## config.mk

```make
export PLATFORM = sky130hd
export DESIGN_NAME = trq_trip_log
export DESIGN_NICKNAME = d
export VERILOG_FILES = /design/src/rtl/trq_pkg.sv /design/src/rtl/trq_dedup_filter.sv /design/src/rtl/trq_entry_store.sv /design/src/rtl/trq_read_ctrl.sv /design/src/rtl/trq_trip_log.sv
export SDC_FILE = /design/constraint.sdc
export NUM_CORES = 1
export LEC_CHECK = 0
export BUFFER_PORTS_ARGS = -buffer_cell sky130_fd_sc_hd__buf_2
export CAP_MARGIN = 20
export CORE_ASPECT_RATIO = 1.2
export CORE_UTILIZATION = 30
export CTS_CLUSTER_SIZE = 30
export DETAILED_ROUTE_END_ITERATION = 6
export SKIP_LAST_GASP = 1
export SYNTH_ARGS = -nofsm -noshare
export SYNTH_HDL_FRONTEND = slang
export SYNTH_HIERARCHICAL = 1
export SYNTH_SLANG_ARGS = --single-unit
```

## constraint.sdc

```tcl
create_clock -name clk -period 4.12 [get_ports clk]
set_input_delay 0.824 -clock clk [delete_from_list [all_inputs] [get_ports clk]]
set_output_delay 0.824 -clock clk [all_outputs]
set_load 0.005 [all_outputs]
```

## src/rtl/trq_pkg.sv

```systemverilog
package trq_pkg;

  // Outcome of one cycle at the read port.
  typedef enum logic [1:0] {
    RK_IDLE   = 2'd0,
    RK_ENTRY  = 2'd1,
    RK_EMPTY  = 2'd2,
    RK_REFUSE = 2'd3
  } rd_kind_e;

  // True when a channel number addresses a real channel.
  function automatic logic chan_ok(input int unsigned ch, input int unsigned n_ch);
    return ch < n_ch;
  endfunction

  // Decide what a read strobe does this cycle.
  function automatic rd_kind_e classify_read(input logic strobe, input logic blocked,
                                             input logic fresh, input logic have_entry);
    if (!strobe || blocked) return RK_IDLE;
    if (have_entry)         return RK_ENTRY;
    if (fresh)              return RK_EMPTY;
    return RK_REFUSE;
  endfunction

  // Zero-extend a channel number to the read-port width.
  function automatic logic [31:0] widen_chan(input logic [31:0] ch);
    return ch;
  endfunction

endpackage

```

## src/rtl/trq_dedup_filter.sv

```systemverilog
module trq_dedup_filter #(
  parameter int NUM_CH = 96,
  parameter int CH_W   = 7
) (
  input  logic            clk,
  input  logic            rst_n,
  input  logic            clr,
  input  logic            trip_valid,
  input  logic [CH_W-1:0] trip_chan,
  output logic            append_pulse,
  output logic [CH_W-1:0] append_chan,
  output logic            any_trip
);
  import trq_pkg::*;

  logic [NUM_CH-1:0] seen_q;
  logic              in_range;
  logic              already;

  assign in_range     = chan_ok(32'(trip_chan), NUM_CH);
  assign already      = in_range ? seen_q[trip_chan] : 1'b1;
  assign any_trip     = trip_valid && in_range && !clr;
  assign append_pulse = any_trip && !already;
  assign append_chan  = trip_chan;

  always_ff @(posedge clk or negedge rst_n) begin
    if (!rst_n)            seen_q <= '0;
    else if (clr)          seen_q <= '0;
    else if (append_pulse) seen_q[trip_chan] <= 1'b1;
  end

endmodule

```

## src/rtl/trq_entry_store.sv

```systemverilog
module trq_entry_store #(
  parameter int NUM_CH = 96,
  parameter int CH_W   = 7,
  parameter int CNT_W  = 7
) (
  input  logic             clk,
  input  logic             rst_n,
  input  logic             clr,
  input  logic             wr_en,
  input  logic [CH_W-1:0]  wr_chan,
  input  logic [CNT_W-1:0] rd_idx,
  output logic [CH_W-1:0]  rd_chan,
  output logic [CNT_W-1:0] count
);
  localparam logic [CNT_W-1:0] CNT_MAX = CNT_W'(NUM_CH);

  logic [CH_W-1:0]  mem_q [NUM_CH];
  logic [CNT_W-1:0] count_q;
  logic             has_room;

  assign has_room = count_q < CNT_MAX;
  assign count    = count_q;
  assign rd_chan  = (rd_idx < CNT_MAX) ? mem_q[rd_idx] : '0;

  always_ff @(posedge clk) begin
    if (wr_en && has_room) mem_q[count_q] <= wr_chan;
  end

  always_ff @(posedge clk or negedge rst_n) begin
    if (!rst_n)                 count_q <= '0;
    else if (clr)               count_q <= '0;
    else if (wr_en && has_room) count_q <= count_q + 1'b1;
  end

endmodule

```

## src/rtl/trq_read_ctrl.sv

```systemverilog
module trq_read_ctrl #(
  parameter int CH_W   = 7,
  parameter int CNT_W  = 7,
  parameter int DATA_W = 16
) (
  input  logic              clk,
  input  logic              rst_n,
  input  logic              clr,
  input  logic              ctx_change,
  input  logic              rd_strobe,
  input  logic [CNT_W-1:0]  count,
  input  logic [CH_W-1:0]   entry_chan,
  output logic [CNT_W-1:0]  rd_idx,
  output logic              fresh,
  output logic              rd_ack,
  output logic [DATA_W-1:0] rd_data
);
  import trq_pkg::*;

  localparam logic [DATA_W-1:0] EMPTY_CODE = {DATA_W{1'b1}};

  logic [CNT_W-1:0]  idx_q;
  logic              fresh_q;
  logic              ack_q;
  logic [DATA_W-1:0] data_q;
  logic              have_entry;
  rd_kind_e          kind;

  assign have_entry = idx_q < count;
  assign kind       = classify_read(rd_strobe, clr || ctx_change, fresh_q, have_entry);
  assign rd_idx     = idx_q;
  assign fresh      = fresh_q;
  assign rd_ack     = ack_q;
  assign rd_data    = data_q;

  always_ff @(posedge clk or negedge rst_n) begin
    if (!rst_n) begin
      idx_q   <= '0;
      fresh_q <= 1'b1;
      ack_q   <= 1'b0;
      data_q  <= '0;
    end else begin
      ack_q <= (kind == RK_ENTRY) || (kind == RK_EMPTY);
      if (clr || ctx_change) begin
        idx_q   <= '0;
        fresh_q <= 1'b1;
      end else begin
        case (kind)
          RK_ENTRY: begin
            data_q  <= DATA_W'(widen_chan(32'(entry_chan)));
            idx_q   <= idx_q + 1'b1;
            fresh_q <= 1'b0;
          end
          RK_EMPTY: begin
            data_q  <= EMPTY_CODE;
            fresh_q <= 1'b0;
          end
          default: ;
        endcase
      end
    end
  end

endmodule

```

## src/rtl/trq_trip_log.sv

```systemverilog
module trq_trip_log #(
  parameter int NUM_CH = 96,
  parameter int CH_W   = 7,
  parameter int DATA_W = 16
) (
  input  logic              clk,
  input  logic              rst_n,
  input  logic              trip_valid,
  input  logic [CH_W-1:0]   trip_chan,
  input  logic              rd_strobe,
  output logic [DATA_W-1:0] rd_data,
  output logic              rd_ack,
  input  logic              ctx_change,
  input  logic              clr_module,
  input  logic              clr_sysevt,
  output logic              trip_seen
);
  localparam int CNT_W = $clog2(NUM_CH + 1);

  logic             clr;
  logic             append_pulse;
  logic [CH_W-1:0]  append_chan;
  logic             any_trip;
  logic [CNT_W-1:0] log_count;
  logic [CNT_W-1:0] rd_idx;
  logic [CH_W-1:0]  entry_chan;
  logic             fresh;
  logic             seen_q;

  assign clr       = clr_module || clr_sysevt;
  assign trip_seen = seen_q;

  trq_dedup_filter #(.NUM_CH(NUM_CH), .CH_W(CH_W)) u_filter (
    .clk(clk), .rst_n(rst_n), .clr(clr),
    .trip_valid(trip_valid), .trip_chan(trip_chan),
    .append_pulse(append_pulse), .append_chan(append_chan), .any_trip(any_trip)
  );

  trq_entry_store #(.NUM_CH(NUM_CH), .CH_W(CH_W), .CNT_W(CNT_W)) u_store (
    .clk(clk), .rst_n(rst_n), .clr(clr),
    .wr_en(append_pulse), .wr_chan(append_chan),
    .rd_idx(rd_idx), .rd_chan(entry_chan), .count(log_count)
  );

  trq_read_ctrl #(.CH_W(CH_W), .CNT_W(CNT_W), .DATA_W(DATA_W)) u_read (
    .clk(clk), .rst_n(rst_n), .clr(clr), .ctx_change(ctx_change),
    .rd_strobe(rd_strobe), .count(log_count), .entry_chan(entry_chan),
    .rd_idx(rd_idx), .fresh(fresh), .rd_ack(rd_ack), .rd_data(rd_data)
  );

  always_ff @(posedge clk or negedge rst_n) begin
    if (!rst_n)        seen_q <= 1'b0;
    else if (clr)      seen_q <= 1'b0;
    else if (any_trip) seen_q <= 1'b1;
  end

endmodule

```

==> After elaboration in Yosys (flattened, before gate mapping) <==
Memory sizes are Yosys's and may differ from the RTL's.
Index checks and enable logic that the tools add are counted.
{ "word_totals": {"regBits": 129, "mem_count": 1, "latch_bits": 0, "ram_bits": 672, "rom_bits": 0} }
{ "memory_table": {"columns": ["memory", "words", "word_bits", "read_ports", "rd_clocked_by_memory_dff", "wr", "line_no", "text"], "rows": [
  ["u_store.mem_q", 96, 7, 1, 0, 1, "trq_entry_store.sv:17", "logic [CH_W-1:0] mem_q [NUM_CH];"]
]} }
{ "op_classes": {"reduce_logical": 20, "n_mul": 0, "shifts": 0, "div_mod_pow": 0, "n_eq_ne": 2, "mux": 31, "n_addsub": 2, "bitwise": 2, "order_cmp": 6} }
{ "op_table": {"columns": ["operator", "n"], "rows": [
  ["$mux 96", 2],
  ["$or 96x96->96", 1],
  ["$mux 7", 5],
  ["$pmux 16 s2", 1],
  ["$lt 7x7->1 const B", 3],
  ["$mux 1", 15],
  ["$add 7x1->7 const B", 2],
  ["$mux 2", 6],
  ["$reduce_bool 2->1", 6],
  ["$lt 7x8->1 const B", 1],
  ["$bmux 1 s7", 1],
  ["$demux 1 s7", 1],
  ["$ge 7x1->1 const B", 1],
  ["$lt 7x7->1", 1],
  ["$logic_and 1x1->1", 5],
  ["$logic_or 1x1->1", 4],
  ["$logic_not 1->1", 3],
  ["$eq 2x1->1 const B", 1],
  ["$eq 2x2->1 const B", 1],
  ["$reduce_and 2->1", 1],
  ["$reduce_or 2->1", 1],
  ["$not 1->1", 1]
]} }

==> Longest topological paths before layout <==
{ "depth": {"word_depth": 14, "depth_mapped": 15, "mapped_depth_nobuf": 11} }

==> Hierarchy <==
The synthesis kept the hierarchy.
{ "by_module_without_submodules": {"columns": ["mod", "area_each_um2", "instances", "cells_per_inst"], "rows": [
  ["trq_entry_store", 26691.8, 1, 1263],
  ["trq_dedup_filter", 4812.1, 1, 460],
  ["trq_read_ctrl", 984.7, 1, 105],
  ["trq_trip_log", 43.8, 1, 4]
]} }

==> Worst setup path after synthesis <==
OpenSTA, ideal clock, no wires.
{ "synth_timing": {"kind": "input to register", "startpoint": "input trip_chan[0]", "endpoint": "memory u_store.mem_q[31][0] (enable)", "path_slack_ns": -0.187, "n_path_buf": 3, "required_ns": 3.730, "t_arrival_ns": 3.917, "cell_stages": 11, "path_cell_list": "buf_6 -> buf_6 -> mux4_2 -> mux4_2 -> nand2_1 -> a31oi_1 -> a311oi_1 -> a21boi_0 -> nand2b_1 -> clkbuf_1 -> nor4_1"} }
{ "synth_between": {"elab_chain_len": 8, "word_cells_on_any_way": 11, "cone_classes": "order compare (1); mux (5); reduce/logical (5)"} }
{ "synth_rtl": {"columns": ["element", "line_no", "text"], "rows": [
  ["from (decl)", "trq_trip_log.sv:9", "input logic [CH_W-1:0] trip_chan,"],
  ["$bmux 1 s7", "trq_dedup_filter.sv:21", "assign already = in_range ? seen_q[trip_chan] : 1'b1;"],
  ["$mux 1 (implied by the code)", "trq_dedup_filter.sv:21", null],
  ["$mux 1", "trq_dedup_filter.sv:21", null],
  ["$logic_not 1->1", "trq_dedup_filter.sv:23", "assign append_pulse = any_trip && !already;"],
  ["$logic_and 1x1->1 *", "trq_dedup_filter.sv:23", null],
  ["via append_pulse", "trq_trip_log.sv:21", "logic append_pulse;"],
  ["$logic_and 1x1->1 *", "trq_entry_store.sv:26", "if (wr_en && has_room) mem_q[count_q] <= wr_chan;"],
  ["$mux 1 *", "trq_entry_store.sv:26", null],
  ["$mux 1 (implied by the code) *", "trq_entry_store.sv:26", null],
  ["to (decl)", "trq_entry_store.sv:17", null]
]} }
The timed path passes the listed nets; every way through them passes the cells marked *. The select of a mux whose other input is x is not followed.

==> Worst setup path after layout <==
{ "layout_timing": {"startpoint": "input trip_chan[0]", "endpoint": "memory u_store.mem_q[39][6] (enable)"} }
The elaborated chain is that of the path after synthesis.

==> out/qor.yml <==
run_status:
  status: "completed"
run:
  maxCapViolCount: 0
setup_path:
  crit_type: "primary input to flip-flop"
  crit_required_ns: 4.46
  crit_fanout: 10
  end_kind: "flip-flop"
  cp-start-kind: "primary input"
  cp.arrival_ns: 4.17
clock_network:
  cts.clk_slew.worst_paths_ns: 0.06
  postCtsResizedCells: 0
  hold_buffers: 0
  cts_tree: "built"
  numCtsBuffers: 79
  cts_buffer_depth: 3
  cts_sinks: 793
  post-cts-setup-buffer-count: 0
  cts-root-buf: "clkbuf_16"
  clock_latency_ns: 0.64
  htreeDepth: 3
pwr:
  power_density_nw_per_um2: 426
  ir_worst_vdd_uv: 303
  p_leak_nw: 12.2
detailed_routing:
  route.vias.total: 17746
  drc_errors: 0
  via_per_inst: 5.10
  drtPass1Iterations: 5
  ant_nets: 0
  totalWireLength_um: 80900
  drtIter0Drc: 1739
  routedWlPerCell_um: 23.3
timing:
  layout_worst_path_cycle_share: 0.930
  setup_tns_ns: 0
  slew_headroom: 0.315
  rsz0062_at_grt: "no"
  tightest_slew_ns: 1.03
  fin_crit_ns: 3.83
  fin_skew_ns: 0.0366
  hold_ws_ns: 0.272
  fmax_mhz: 261
  final.setup.worst_slack_ns: 0.289
  drv_slew: 0
  setup_viol: 0
  finalHoldViolCount: 0
grt:
  grt_usage: 0.148
  grt_overflow_total: 0
  antenna_found_initial: 2
  grt_max_degree: 81
  grt_pass1_vias: 18483
  grt_pass1_wl_um: 121000
cells_and_area:
  layout.nets: 2041
  final_cells: 3478
  area_growth_pct: 16.7
  drive_gt1_frac: 0.266
  fill_cells: 9966
  fin_util: 0.355
  final_common_cell: "edfxtp_1"
  final_cell_mix: "672 x edfxtp_1, 184 x buf_4, 171 x nor2_1, 171 x mux4_2, 117 x dfrtp_1"
placed_design:
  placedCellCount: 3332
  place.gp.congestion: 0.855
  dp_slack_ns: -0.286
  dp_hpwl_um: 53200
  portBuffers: 31
synth:
  ys_types: 71
  synth.net_count: 1856
  ys_warn_count: 6
  synth_area_per_cell_um2: 17.8
  async_reset_ff_frac: 0.153
  ys.flop_type: "edfxtp_1"
  synth_area_leaders: "edfxtp_1 62%, mux4_2 12%, dfrtp_1 9.2%"
  synth_edf_count: 672
  syn_area_um2: 32500
  yosys.area.top_type: "edfxtp_1"
  synth_top_area_frac: 0.620
  synth_seq_cells: 793
  seq_area_frac_synth: 0.713
  synthCells: 1832
floorplanning:
  fp-row-count: 131
  start_util: 0.304
  die_h_um: 363
  dieArea_um2: 110000
  design.portCount: 32
  die_w_um: 303
  core_area_um2: 107000
hold_path:
  hp-class: "primary input to asynchronous set/reset pin"
-- metal layers --
| layer | share of wire | vias up | wire, µm | GRT usage |
|---|---|---|---|---|
| met1 | 0.40 | 9337 | 32300 | 0.187 |
| met5 | 0.00041 | - | 33 | 0 |
| li1 | - | 7664 | - | - |
| met4 | 0.035 | 4 | 2830 | 0.0586 |
| met2 | 0.51 | 597 | 41300 | 0.254 |
| met3 | 0.056 | 144 | 4500 | 0.0224 |
-- worst max-delay path, cell delays in order --
cell	delay, ns
buf_4	0.21
buf_12	0.16
mux2_4	0.30
a22oi_2	0.12
o221ai_2	0.12
a221oi_2	0.37
nand3_1	0.13
a311oi_1	0.54
buf_4	0.21
a21boi_0	0.21
buf_4	0.20
nand2b_1	0.22
buf_4	0.24
nor2_1	0.12
buf_4	0.19
-- final cells by class --
cell class / instances / area (µm²) / area share
clock buffers: 103 / 2150 / 0.0567
multi-input cells: 840 / 8300 / 0.219
inverters: 77 / 289 / 0.00761
clock inverters: 42 / 378 / 0.00995
flip-flops and latches: 793 / 23200 / 0.612
diodes: 1 / 2.50 / 0.0000659
well taps: 1396 / 1750 / 0.0460
repair buffers: 226 / 1880 / 0.0494
-- final timing paths --
| path | startpoint | to | slack (ns) | cells after the start |
|---|---|---|---|---|
| worst max-delay path | trip_chan[0] | u_store/mem_q[39][6]$_DFFE_PP_ | 0.29 | 15 |
| worst min-delay path | rst_n | u_filter/seen_q[20]$_DFFE_PN0P_ | 0.27 | 1 |
| worst max register to register | u_filter/seen_q[68]$_DFFE_PN0P_ | u_store/mem_q[39][6]$_DFFE_PP_ | 0.40 | 12 |
| worst min register to register | u_read/fresh$_DFFE_PN1P_ | u_read/fresh$_DFFE_PN1P_ | 0.48 | 2 |
| max in group asynchronous | rst_n | u_read/fresh$_DFFE_PN1P_ | 3.01 | 2 |
| min in group clk | u_read/fresh$_DFFE_PN1P_ | u_read/fresh$_DFFE_PN1P_ | 0.48 | 2 |
-- flip-flops by register name, summed over array words and instances (netlist names) --
| name | cells |
|---|---|
| u_filter/seen_q | 96 |
| u_store/mem_q | 672 |
| u_read/rd_data | 8 |
| trip_seen | 1 |
| u_store/count | 7 |
| u_read/rd_ack | 1 |
| u_read/fresh | 1 |
| u_read/rd_idx | 7 |
-- stage by stage --
step | cell area (µm²) | power [W]
after floorplan | 32600 | 0.00908
after global placement | 35400 | 0.00926
after detailed placement | 35400 | 0.00927
after CTS | 38000 | 0.0163
after global routing | 38000 | 0.0166
final | 38000 | 0.0162
-- power breakdown --
group	switching [W]	leakage (nW)	internal, W
Combinational	0.000275	3.31	0.0000860
Clock	0.00299	1.23	0.00407
Sequential	0.0000105	7.71	0.00873
-- cells by family (layout without fill, tap and decap cells) --
| kind of cell | after synthesis | count (layout) | share of synthesized area |
|---|---|---|---|
| buf+inv | 199 | 448 | 0.0323 |
| mux | 235 | 235 | 0.145 |
| fa+ha+maj | 10 | 10 | 0.00385 |
| flops | 793 | 793 | 0.713 |
| compound gates | 232 | 232 | 0.0528 |
| xor+xnor | 9 | 9 | 0.00242 |
| other cells | 0 | 1 | 0 |
| simple gates | 354 | 354 | 0.0505 |
-- cells in the mapped netlist (4+ instances only) --
master	count
buf_1	6
nand3b_1	5
nor2b_1	20
buf_2	33
ha_1	10
inv_1	77
a31oi_1	5
and2_1	7
mux4_2	171
a21o_1	5
or3_1	4
dfrtp_1	120
o22ai_1	18
mux4_1	12
o211ai_1	6
o21ai_0	13
clkbuf_1	38
mux2_2	12
o32ai_1	65
xor2_1	6
nand2_1	56
buf_4	28
a2111oi_0	5
nand3_1	25
o221ai_1	8
nand4_1	7
nor2_1	180
or2_2	4
buf_6	13
nor3_1	10
mux2i_1	39
a21oi_1	58
a22oi_1	19
nand2b_1	19
a211oi_1	4
edfxtp_1	672
No activity file was read; power rests on OpenSTA's default activity.
